## src/rtl/ppg_pkg.sv

```systemverilog
package ppg_pkg;
  localparam int CTRL_W  = 8;
  localparam int WIDTH_W = 5;
  localparam int EV_W    = 8;

  // Field order matters: packed cast of one control byte
  typedef struct packed {
    logic               dis;
    logic               toggle;
    logic               asel;
    logic [WIDTH_W-1:0] width;
  } ch_ctrl_t;
endpackage

```

## src/rtl/ppg_interval.sv

```systemverilog
module ppg_interval #(
  parameter int IV_W   = 32,
  parameter int STEP_W = 10
) (
  input  logic              clk,
  input  logic              rst,
  input  logic              dis,
  input  logic              arm_hit,
  input  logic              tick,
  input  logic [STEP_W-1:0] step,
  input  logic [IV_W-1:0]   interval,
  output logic              fire,
  output logic              running
);
  localparam int ACC_W = IV_W + 1;

  logic [ACC_W-1:0] acc;
  logic [ACC_W-1:0] iv_ext;
  logic             due;

  assign iv_ext = ACC_W'(interval);
  assign due    = acc >= iv_ext;

  always_comb begin
    if (dis)          fire = 1'b0;
    else if (running) fire = tick && due;
    else              fire = arm_hit;
  end

  always_ff @(posedge clk) begin
    if (rst || dis) begin
      running <= 1'b0;
      acc     <= '0;
    end else if (!running) begin
      if (arm_hit) running <= 1'b1;
      acc <= '0;
    end else if (tick) begin
      if (due) acc <= acc - iv_ext;
      else     acc <= acc + ACC_W'(step);
    end
  end

  AST_FIRE_RUNS: assert property (@(posedge clk) disable iff (rst)
    fire |=> running);
endmodule

```

## src/rtl/ppg_shaper.sv

```systemverilog
module ppg_shaper #(
  parameter int PRSC_W = 8
) (
  input  logic                        clk,
  input  logic                        rst,
  input  logic                        dis,
  input  logic                        fire,
  input  logic                        toggle,
  input  logic [ppg_pkg::WIDTH_W-1:0] width,
  input  logic [PRSC_W-1:0]           prsc,
  output logic                        pulse
);
  import ppg_pkg::*;

  logic [WIDTH_W-1:0] units_left;
  logic [PRSC_W-1:0]  div_cnt;
  logic [PRSC_W-1:0]  div_last;

  assign div_last = (prsc == '0) ? '0 : prsc - PRSC_W'(1);

  always_ff @(posedge clk) begin
    if (rst || dis) begin
      pulse      <= 1'b0;
      units_left <= '0;
      div_cnt    <= '0;
    end else if (fire) begin
      if (toggle) begin
        pulse <= ~pulse;
      end else if (width != '0) begin
        pulse      <= 1'b1;
        units_left <= width;
        div_cnt    <= div_last;
      end else begin
        pulse <= 1'b0;
      end
    end else if (pulse && !toggle) begin
      if (div_cnt == '0) begin
        div_cnt <= div_last;
        if (units_left <= WIDTH_W'(1)) begin
          pulse      <= 1'b0;
          units_left <= '0;
        end else begin
          units_left <= units_left - WIDTH_W'(1);
        end
      end else begin
        div_cnt <= div_cnt - PRSC_W'(1);
      end
    end
  end

  AST_DIS_LOW: assert property (@(posedge clk) disable iff (rst)
    dis |=> !pulse);
  AST_FIRE_HIGH: assert property (@(posedge clk) disable iff (rst)
    (fire && !toggle && width != '0) |=> pulse);
endmodule

```

## src/rtl/ppg_bank.sv

```systemverilog
module ppg_bank #(
  parameter int NCH    = 3,
  parameter int NALM   = 2,
  parameter int IV_W   = 32,
  parameter int STEP_W = 10,
  parameter int PRSC_W = 8
) (
  input  logic                             clk,
  input  logic                             rst,
  input  logic                             tick,
  input  logic [STEP_W-1:0]                step_ns,
  input  logic [NALM-1:0]                  alarm_hit,
  input  logic [NCH*ppg_pkg::CTRL_W-1:0]   ctrl_word,
  input  logic [NCH*IV_W-1:0]              interval_ns,
  input  logic [PRSC_W-1:0]                prescale,
  input  logic [ppg_pkg::EV_W-1:0]         event_clr,
  output logic [NCH-1:0]                   pulse_out,
  output logic [ppg_pkg::EV_W-1:0]         event_flags
);
  import ppg_pkg::*;

  logic [NCH-1:0]  fire_w;
  logic [EV_W-1:0] ev_set;

  for (genvar i = 0; i < NCH; i++) begin : g_ch
    ch_ctrl_t cc;
    logic     arm;
    logic     run_w;

    assign cc  = ch_ctrl_t'(ctrl_word[i*CTRL_W +: CTRL_W]);
    assign arm = alarm_hit[cc.asel];

    ppg_interval #(.IV_W(IV_W), .STEP_W(STEP_W)) u_iv (
      .clk      (clk),
      .rst      (rst),
      .dis      (cc.dis),
      .arm_hit  (arm),
      .tick     (tick),
      .step     (step_ns),
      .interval (interval_ns[i*IV_W +: IV_W]),
      .fire     (fire_w[i]),
      .running  (run_w)
    );

    ppg_shaper #(.PRSC_W(PRSC_W)) u_sh (
      .clk    (clk),
      .rst    (rst),
      .dis    (cc.dis),
      .fire   (fire_w[i]),
      .toggle (cc.toggle),
      .width  (cc.width),
      .prsc   (prescale),
      .pulse  (pulse_out[i])
    );

    AST_EVT_ON_FIRE: assert property (@(posedge clk) disable iff (rst)
      fire_w[i] |=> event_flags[EV_W-1-i]);
  end

  always_comb begin
    ev_set = '0;
    for (int i = 0; i < NCH; i++) ev_set[EV_W-1-i] = fire_w[i];
  end

  always_ff @(posedge clk) begin
    if (rst) event_flags <= '0;
    else     event_flags <= (event_flags & ~event_clr) | ev_set;
  end
endmodule

```

## config.mk

```make
export PLATFORM = sky130hd
export DESIGN_NAME = ppg_bank
export DESIGN_NICKNAME = d
export VERILOG_FILES = /design/src/rtl/ppg_pkg.sv /design/src/rtl/ppg_interval.sv /design/src/rtl/ppg_shaper.sv /design/src/rtl/ppg_bank.sv
export SDC_FILE = /design/constraint.sdc
export NUM_CORES = 1
export LEC_CHECK = 0
export ABC_AREA = 1
export BUFFER_PORTS_ARGS = -buffer_cell sky130_fd_sc_hd__buf_2
export CAP_MARGIN = 10
export CORE_MARGIN = 1.5
export CORE_UTILIZATION = 30
export DETAILED_ROUTE_END_ITERATION = 6
export PLACE_DENSITY = 0.53
export SLEW_MARGIN = 40
export SYNTH_ARGS = -nofsm -noshare
export SYNTH_HDL_FRONTEND = slang
export SYNTH_HIERARCHICAL = 1
export SYNTH_SLANG_ARGS = --single-unit
```

## constraint.sdc

```tcl
create_clock -name clk -period 5.71 [get_ports clk]
set_input_delay 0.2855 -clock clk [delete_from_list [all_inputs] [get_ports clk]]
set_output_delay 0.2855 -clock clk [all_outputs]
set_load 0.005 [all_outputs]
```

==> results.cfg, run 1 <==
[status]
status = complete, no violations

[place]
gp_congestion = 0.915
dp_hpwl_um = 55700
dp.cells = 4756
io_buffers = 161

[timing]
period_needed_ns = 4.23
max-slew-margin-rel = 0.431
rsz0062_at_grt = false
final-hold-violation-count = 0
worst_pin_slew_ns = 0.853
fin_crit_sh = 0.740
skew_ns = 0.0138
timing.fmax_mhz = 237
drv_slew = 0
final-setup-viol-count = 0
fin_tns_setup_ns = 0

[floorplanning]
core_um2 = 67000
die_area_um2 = 69300
die_h_um = 263
start_util = 0.303
die_w_um = 263
io_pins = 162
row_count = 95

[cells_and_area]
layout_common_cells = nand2_1 (1,274), inv_1 (723), nor2_1 (377)
register_area_um2 = 3040
nFillCells = 7868
finalNetCount = 4212
area_growth_pct = 11.3
layout_commonest_cell = nand2_1
diodes = 0
multi_input_area_um2 = 14200
layoutNonFillerInstCount = 4797
drive_above_1_share = 0.0767

[global_route]
grt_pass1_wl_um = 108000
grt_antenna_before_repair = 0
grt_overflow = 0
grt_pass1_vias = 21180
grt_max_degree = 53
track_usage = 0.195

[setup_path]
rrSetupSlack_ns = 1.48
critPathCaptureType = register
r2r_end = g_ch[2].u_sh/units_left[4]
setup.worst_path.start_class = register
cp.required_ns = 6.09
rr_worst_depth = 18
crit_type = register to register
critPathArrivalTime_ns = 4.61
r2r-start = g_ch[2].u_iv/acc[13]
worst-path-max-fanout = 35

[synth]
avgSynthCellArea_um2 = 5.39
synth_edf_count = 0
syn_inst = 3768
ys.warnings.count = 6
synth.net_count = 4069
syn_area_um2 = 20300
ys_ff_latch = 152
synth-async-reset-ratio = 0
synth_ff_type = dfxtp_1
yosysUniqueCellTypes = 45
yosysSeqAreaShare = 0.150

[pwr]
peakVddDrop_v = 0.000227
p_per_area_nw_per_um2 = 133
finalPower_mw = 3.02
leakage_nw = 12.7

[route]
wl_per_cell_um = 14.1
drc = 0
num_vias = 22323
wirelength_um = 67600
dr.first_iter.drc_count = 1612
drtPass1Iterations = 5
via_per_inst = 4.65
ant_nets = 0

[worst_hold_path]
hold_path_depth = 2
hold_end = g_ch[1].u_iv/running
hold_class = primary input to register
hp-start = ctrl_word[15]

[clocking]
numCtsBuffers = 17
clockBufferDepth = 2
post_cts_resized = 0
post_cts_buffers = 0
clock_sinks = 152
cts_tree = yes
h-tree-depth = 4
insertion_delay_ns = 0.49
root_buffer = clkbuf_16
clk_pin_slew_ns = 0.07

[flow_run]
maxCapViolations = 0
## cells in the mapped netlist, drive strengths merged (4+ instances only)
library cell	instances	area, µm²
nor2	409	1650
and3	6	37.5
or2	11	68.8
dfxtp	152	3040
o21ai	105	537
fa	6	120
xnor2	26	228
a21oi	218	1120
nand4	47	294
o22ai	12	75.1
ha	144	1800
clkbuf	23	86.3
o21a	6	45.0
xor2	70	613
and2	4	25.0
inv	734	2760
nor3	53	265
buf	29	229
nor3b	7	77.6
o21bai	19	146
nand3	340	1730
nand2	1300	5000
nand3b	37	278
## sequential cells by signal, summed over array words and instances, names as in the netlist
signal,cells
event_flags,8
g_ch.u_iv/acc,99
g_ch.u_iv/running,3
g_ch.u_sh/div_cnt,24
g_ch.u_sh/pulse,3
g_ch.u_sh/units_left,15
## final cells by class
class / instances / area share
Clock inverter: 14 / 0.00609
Sequential cell: 152 / 0.135
Inverter: 735 / 0.122
Clock buffer: 18 / 0.0190
Timing Repair Buffer: 176 / 0.0417
Multi-Input combinational cell: 2829 / 0.628
Tap cell: 873 / 0.0483
## power by group
| part | switching, mW | leakage (nW) | internal, mW |
|---|---|---|---|
| Clock | 0.551 | 0.278 | 0.610 |
| Sequential | 0.0211 | 1.23 | 1.08 |
| Combinational | 0.489 | 11.2 | 0.265 |
## logic make-up after synthesis
family	count (synthesis)	share of synthesized area
buffers and inverters	787	0.152
adders and majority gates	150	0.0946
AOI/OAI and AO/OA	369	0.0982
DFF	152	0.150
xor gates and xnor gates	96	0.0414
and+or+nand+nor	2214	0.464
## layer usage
metal,track usage,part of all wire
met1,0.252,0.48
met2,0.333,0.46
met3,0.0247,0.035
met4,0.0620,0.025
met5,0,0
## critical path, stage by stage, from the launching register on
cell	delay (ns)
dfxtp_1	0.41
ha_1	0.43
nand2_1	0.12
nor2_2	0.24
nand2_1	0.08
nor2_1	0.23
nand2_1	0.13
nand3_2	0.12
nor2_4	0.10
nand2_8	0.26
nand2_1	0.26
a211oi_2	0.70
a21oi_1	0.12
inv_1	0.11
nand2_1	0.20
nor2_1	0.33
inv_2	0.10
nor2_1	0.11
nor2_1	0.05
## repair_timing
item	CTS	global route
endpoints found under the hold margin	9	0
hold buffers	9	0
endpoints found under the setup margin	0	0
## worst max-delay path by stage
stage / cells after the start / from / end / slack [ns]
after floorplan: 20 / g_ch[2].u_iv/acc[16] / g_ch[2].u_sh/units_left[4] / 2.90
after global placement: 16 / g_ch[2].u_iv/acc[13] / g_ch[2].u_sh/units_left[4] / 1.51
after detailed placement: 16 / g_ch[2].u_iv/acc[13] / g_ch[2].u_sh/units_left[3] / 1.51
after CTS: 16 / g_ch[2].u_iv/acc[13] / g_ch[2].u_sh/units_left[3] / 1.49
after global routing: 18 / g_ch[2].u_iv/acc[14] / g_ch[2].u_sh/units_left[4] / 1.07
final: 18 / g_ch[2].u_iv/acc[13] / g_ch[2].u_sh/units_left[4] / 1.48
## per-stage QoR
stage	hold WS (ns)	instance area [µm²]	setup slack, ns	util
after floorplan	0.355	20300	2.90	-
after global placement	0.450	21900	1.51	0.327
after detailed placement	0.453	21900	1.51	0.327
after CTS	0.00706	22600	1.49	0.337
after global routing	0.0326	22600	1.07	0.337
final	0.0534	22600	1.48	0.337
(Power assumes the default switching activity.)
==> inputs of run 2 (changes only) <==
==> constraint.sdc (replaced) <==
create_clock -name clk -period 4.2 [get_ports clk]
set_input_delay 0.21 -clock clk [delete_from_list [all_inputs] [get_ports clk]]
set_output_delay 0.21 -clock clk [all_outputs]
set_load 0.005 [all_outputs]
==> run 2 against run 1 <==
Combinational power rose by 38%. Clock skew up 0.0011 ns. Flip-flop and latch count unchanged. Worst setup slack worse by 1.0 ns. Critical path type unchanged. Highest routed layer unchanged.
==> results.cfg, run 2 (synthesis results as in run 1) <==
[status]
status = complete, no violations

[global_route]
grt_max_degree = 44
grt_pass1_wl_um = 110000
grt_pass1_vias = 21212
grt_overflow = 0
grt_antenna_before_repair = 0
track_usage = 0.199

[cells_and_area]
layout_common_cells = nand2_1 (1,275), inv_1 (722), nor2_1 (377)
drive_above_1_share = 0.0792
finalNetCount = 4225
nFillCells = 7810
layout_commonest_cell = nand2_1
area_growth_pct = 11.9
utilization = 0.339
largestRegisters = g_ch.u_iv/acc (99), g_ch.u_sh/div_cnt (24), g_ch.u_sh/units_left (15)
diodes = 0
largest_register = g_ch.u_iv/acc
layoutNonFillerInstCount = 4810
largest_reg_flops = 99

[floorplanning]
die_h_um = 263
start_util = 0.303
core_um2 = 67000
io_pins = 162
row_count = 95
die_area_um2 = 69300
die_w_um = 263

[setup_path]
cp-startpoint = g_ch[2].u_iv/acc[14]
critPathArrivalTime_ns = 4.10
cp-endpoint = g_ch[2].u_sh/units_left[2]
crit_type = register to register
critPathCaptureType = register
rrSetupSlack_ns = 0.49
rr_worst_depth = 17
r2r_end = g_ch[2].u_sh/units_left[2]
worst-path-max-fanout = 35
setup.worst_path.start_class = register
r2r-start = g_ch[2].u_iv/acc[14]
cp.required_ns = 4.59

[pwr]
finalPower_mw = 4.15
p_per_area_nw_per_um2 = 183
leakage_nw = 12.8
peakVddDrop_v = 0.000320

[timing]
fin_tns_setup_ns = 0
rsz0062_at_grt = false
max-slew-margin-rel = 0.488
final-setup-viol-count = 0
worst_pin_slew_ns = 0.767
final-hold-violation-count = 0
period_needed_ns = 3.71
fin_crit_sh = 0.884
timing.fmax_mhz = 269
skew_ns = 0.0150
drv_slew = 0

[clocking]
h-tree-depth = 4
post_cts_buffers = 0
cts_tree = yes
clock_sinks = 152
insertion_delay_ns = 0.49
root_buffer = clkbuf_16
numCtsBuffers = 17
clockBufferDepth = 2
clk_pin_slew_ns = 0.08

[route]
drc = 0
num_vias = 22462
wl_per_cell_um = 14.3
wirelength_um = 68900
ant_nets = 0
drtPass1Iterations = 5
dr.first_iter.drc_count = 1642
via_per_inst = 4.67

[worst_hold_path]
hold_path_depth = 5
hold_class = primary input to register
hp-start = ctrl_word[2]

[place]
io_buffers = 161
gp_congestion = 0.928
dp_hpwl_um = 56900
dp.cells = 4767

[flow_run]
maxCapViolations = 0
==> run 2: worst min path at each step <==
stage / end
final: g_ch[0].u_sh/units_left[2]
after global routing: g_ch[1].u_sh/div_cnt[0]
after CTS: g_ch[2].u_sh/units_left[2]
after detailed placement: event_flags[1]
after global placement: event_flags[0]
after floorplan: event_flags[0]
==> run 2: stage by stage <==
stage / setup slack (ns) / instance area, µm² / hold WS [ns]
2_1_floorplan: 1.39 / 20300 / 0.280
3_3_place_gp: 0.446 / 22000 / 0.378
3_5_place_dp: 0.428 / 22000 / 0.378
4_1_cts: 0.406 / 22700 / 0.0486
5_1_grt: 0.0494 / 22700 / 0.107
6_report: 0.488 / 22700 / 0.101
==> run 2: power by group <==
part | switching, mW | internal, mW | total, mW
Clock | 0.765 | 0.846 | 1.61
Combinational | 0.670 | 0.372 | 1.04
Sequential | 0.0288 | 1.47 | 1.50
Total | 1.46 | 2.69 | 4.15
==> run 2: routing by layer <==
layer  vias up  GRT usage  share of wire
met5         -          0              0
met2       444      0.340           0.47
met3        71     0.0225          0.035
li1      12025          -              -
met4         0     0.0525          0.018
met1      9922      0.264           0.48
==> run 2: timing repair <==
action | 4_1_cts | 5_1_grt
setup endpoints to repair | 0 | 4
hold buffers | 11 | 0
resized for setup | 0 | 1
endpoints found under the hold margin | 11 | 0
==> run 2: worst max-delay path, cell delays in order, from the launching register on <==
cell      delay (ns)
dfxtp_1         0.40
ha_1            0.40
nand2_1         0.13
nor2_2          0.20
nand2_1         0.07
nor2_1          0.22
nand2_1         0.13
nand3_2         0.11
nor2_4          0.06
nand2_8         0.22
nand2_1         0.24
a211oi_2        0.44
buf_4           0.24
inv_1           0.11
o21ai_0         0.26
o21ai_0         0.17
nor2_1          0.13
nor2_1          0.05
==> run 2: final cells by class <==
type / instances / area [µm²] / share of cell area
Multi-Input combinational cell: 2829 / 14200 / 0.624
Inverter: 735 / 2770 / 0.122
Sequential cell: 152 / 3040 / 0.134
Clock buffer: 19 / 443 / 0.0195
Tap cell: 873 / 1090 / 0.0481
Timing Repair Buffer: 189 / 1050 / 0.0461
Clock inverter: 13 / 140 / 0.00617
==> inputs of run 3 (changes only) <==
--- a/config.mk
+++ b/config.mk
@@ -9,9 +9,9 @@
 export BUFFER_PORTS_ARGS = -buffer_cell sky130_fd_sc_hd__buf_2
 export CAP_MARGIN = 10
 export CORE_MARGIN = 1.5
-export CORE_UTILIZATION = 30
+export CORE_UTILIZATION = 33
 export DETAILED_ROUTE_END_ITERATION = 6
-export PLACE_DENSITY = 0.53
+export PLACE_DENSITY = 0.56
 export SLEW_MARGIN = 40
 export SYNTH_ARGS = -nofsm -noshare
 export SYNTH_HDL_FRONTEND = slang
==> constraint.sdc (replaced) <==
create_clock -name clk -period 4.2 [get_ports clk]
set_input_delay 0.42 -clock clk [delete_from_list [all_inputs] [get_ports clk]]
set_output_delay 0.42 -clock clk [all_outputs]
set_load 0.005 [all_outputs]
==> run 3 against run 2 <==
Final cell count down 2.2%. Utilization up 3.3 points. Flip-flop and latch count unchanged. Clock-buffer cell count unchanged. Worst hold slack worse by 0.016 ns. Via count about the same. Clock power up 7%. First-iteration DRC count down 14%. Critical endpoint is now g_ch[1].u_sh/units_left[4]. Largest cell class unchanged.
==> results.cfg, run 3 (synthesis results as in run 1) <==
[cells_and_area]
drive_above_1_share = 0.0785
finalNetCount = 4213
largest_reg_flops = 99
largest_register = g_ch.u_iv/acc
layout_commonest_cell = nand2_1
nFillCells = 6983
diodes = 0
area_growth_pct = 10.9
largestRegisters = g_ch.u_iv/acc (99), g_ch.u_sh/div_cnt (24), g_ch.u_sh/units_left (15)
layout_common_cells = nand2_1 (1,275), inv_1 (722), nor2_1 (378)

[setup_path]
critPathCaptureType = register
cp.required_ns = 4.58
worst-path-max-fanout = 27
critPathArrivalTime_ns = 4.03
crit_type = register to register
setup.worst_path.start_class = register

[route]
via_per_inst = 4.77
num_vias = 22460
ant_nets = 0
dr.first_iter.drc_count = 1408
wirelength_um = 65900
drtPass1Iterations = 6
drc = 0
wl_per_cell_um = 14.0

[clocking]
post_cts_buffers = 0
root_buffer = clkbuf_16
cts_tree = yes
clockBufferDepth = 2
cts_hold_buffers = 0
clock_sinks = 152
insertion_delay_ns = 0.49
h-tree-depth = 4
numCtsBuffers = 17
clk_pin_slew_ns = 0.07

[global_route]
track_usage = 0.209
grt_overflow = 0
grt_antenna_before_repair = 0
grt_pass1_wl_um = 105000
grt_pass1_vias = 20833
grt_max_degree = 49

[timing]
timing.fmax_mhz = 274
max-slew-margin-rel = 0.448
drv_slew = 0
fin_crit_sh = 0.870
final-hold-violation-count = 0
rsz0062_at_grt = false
worst_pin_slew_ns = 0.827
final-setup-viol-count = 0
fin_tns_setup_ns = 0
skew_ns = 0.0128
period_needed_ns = 3.65
layout_setup_ws_ns = 0.547

[floorplanning]
io_pins = 162
row_count = 90
die_area_um2 = 63000
start_util = 0.335
die_h_um = 251
die_w_um = 251
core_um2 = 60600

[place]
gp_congestion = 0.935
dp_hpwl_um = 54200
io_buffers = 161
pre_cts_ws_ns = 0.270

[pwr]
peakVddDrop_v = 0.000336
p_per_area_nw_per_um2 = 188
leakage_nw = 12.8

[flow_run]
maxCapViolations = 0

[status]
status = complete, no violations

[worst_hold_path]
hold_class = primary input to register
run 3: power breakdown:
part,total [mW],internal [mW],switching (mW)
Sequential,1.50,1.47,0.0284
Combinational,1.03,0.366,0.663
Clock,1.72,1.02,0.697
Total,4.24,2.85,1.39
run 3: worst max-delay path, cell delays in order (launching register included):
cell	delay [ns]
dfxtp_1	0.51
ha_1	0.36
nand2_1	0.19
nor2_2	0.08
nand2_1	0.10
nor2_2	0.05
nand2_1	0.09
nand3_2	0.09
nor2_4	0.39
nand2_8	0.21
nand2_1	0.24
a21oi_1	0.17
buf_4	0.20
nand2_1	0.06
nand2_1	0.19
nor2_1	0.34
inv_2	0.10
nor2_1	0.12
nor2_1	0.05
run 3: final timing paths:
path	start	end	slack, ns	depth (start not counted)
hold reg to reg	event_flags[7]	event_flags[7]	0.46	2
hold / removal	event_clr[1]	event_flags[1]	0.08	2
setup / recovery	g_ch[1].u_iv/acc[17]	g_ch[1].u_sh/units_left[4]	0.55	18
setup reg to reg	g_ch[1].u_iv/acc[17]	g_ch[1].u_sh/units_left[4]	0.55	18
run 3: layout make-up:
type                            instances  area (µm²)  share of cell area
Clock buffer                           19         453              0.0201
Clock inverter                         11         170             0.00755
Inverter                              735        2770               0.123
Multi-Input combinational cell       2829       14200               0.630
Sequential cell                       152        3040               0.135
Tap cell                              782         978              0.0434
Timing Repair Buffer                  177         928              0.0412
run 3: through the flow:
stage / area [µm²] / instances / util / hold slack [ns] / power (mW)
final: 22500 / 4705 / 0.372 / 0.0850 / 4.24
after floorplan: 20300 / 3768 / - / 0.451 / 2.25
after CTS: 22500 / 4705 / 0.372 / 0.0320 / 4.32
after detailed placement: 21900 / 4675 / 0.361 / 0.453 / 2.56
after global routing: 22500 / 4705 / 0.372 / 0.0612 / 4.50
after global placement: 21900 / 4675 / 0.361 / 0.454 / 2.56
run 3: per-layer routing:
metal	wire (µm)	track usage	vias up	share of wire
li1	-	-	11996	-
met1	31300	0.274	9907	0.48
met2	29900	0.351	462	0.45
met3	2640	0.0251	95	0.040
met4	2030	0.0802	0	0.031
met5	0	0	-	0
run 3: timing repair:
| item | 4_1_cts | 5_1_grt |
|---|---|---|
| endpoints found under the setup margin | 0 | 8 |
| resized for setup | 0 | 1 |
| endpoints found under the hold margin | 0 | 0 |
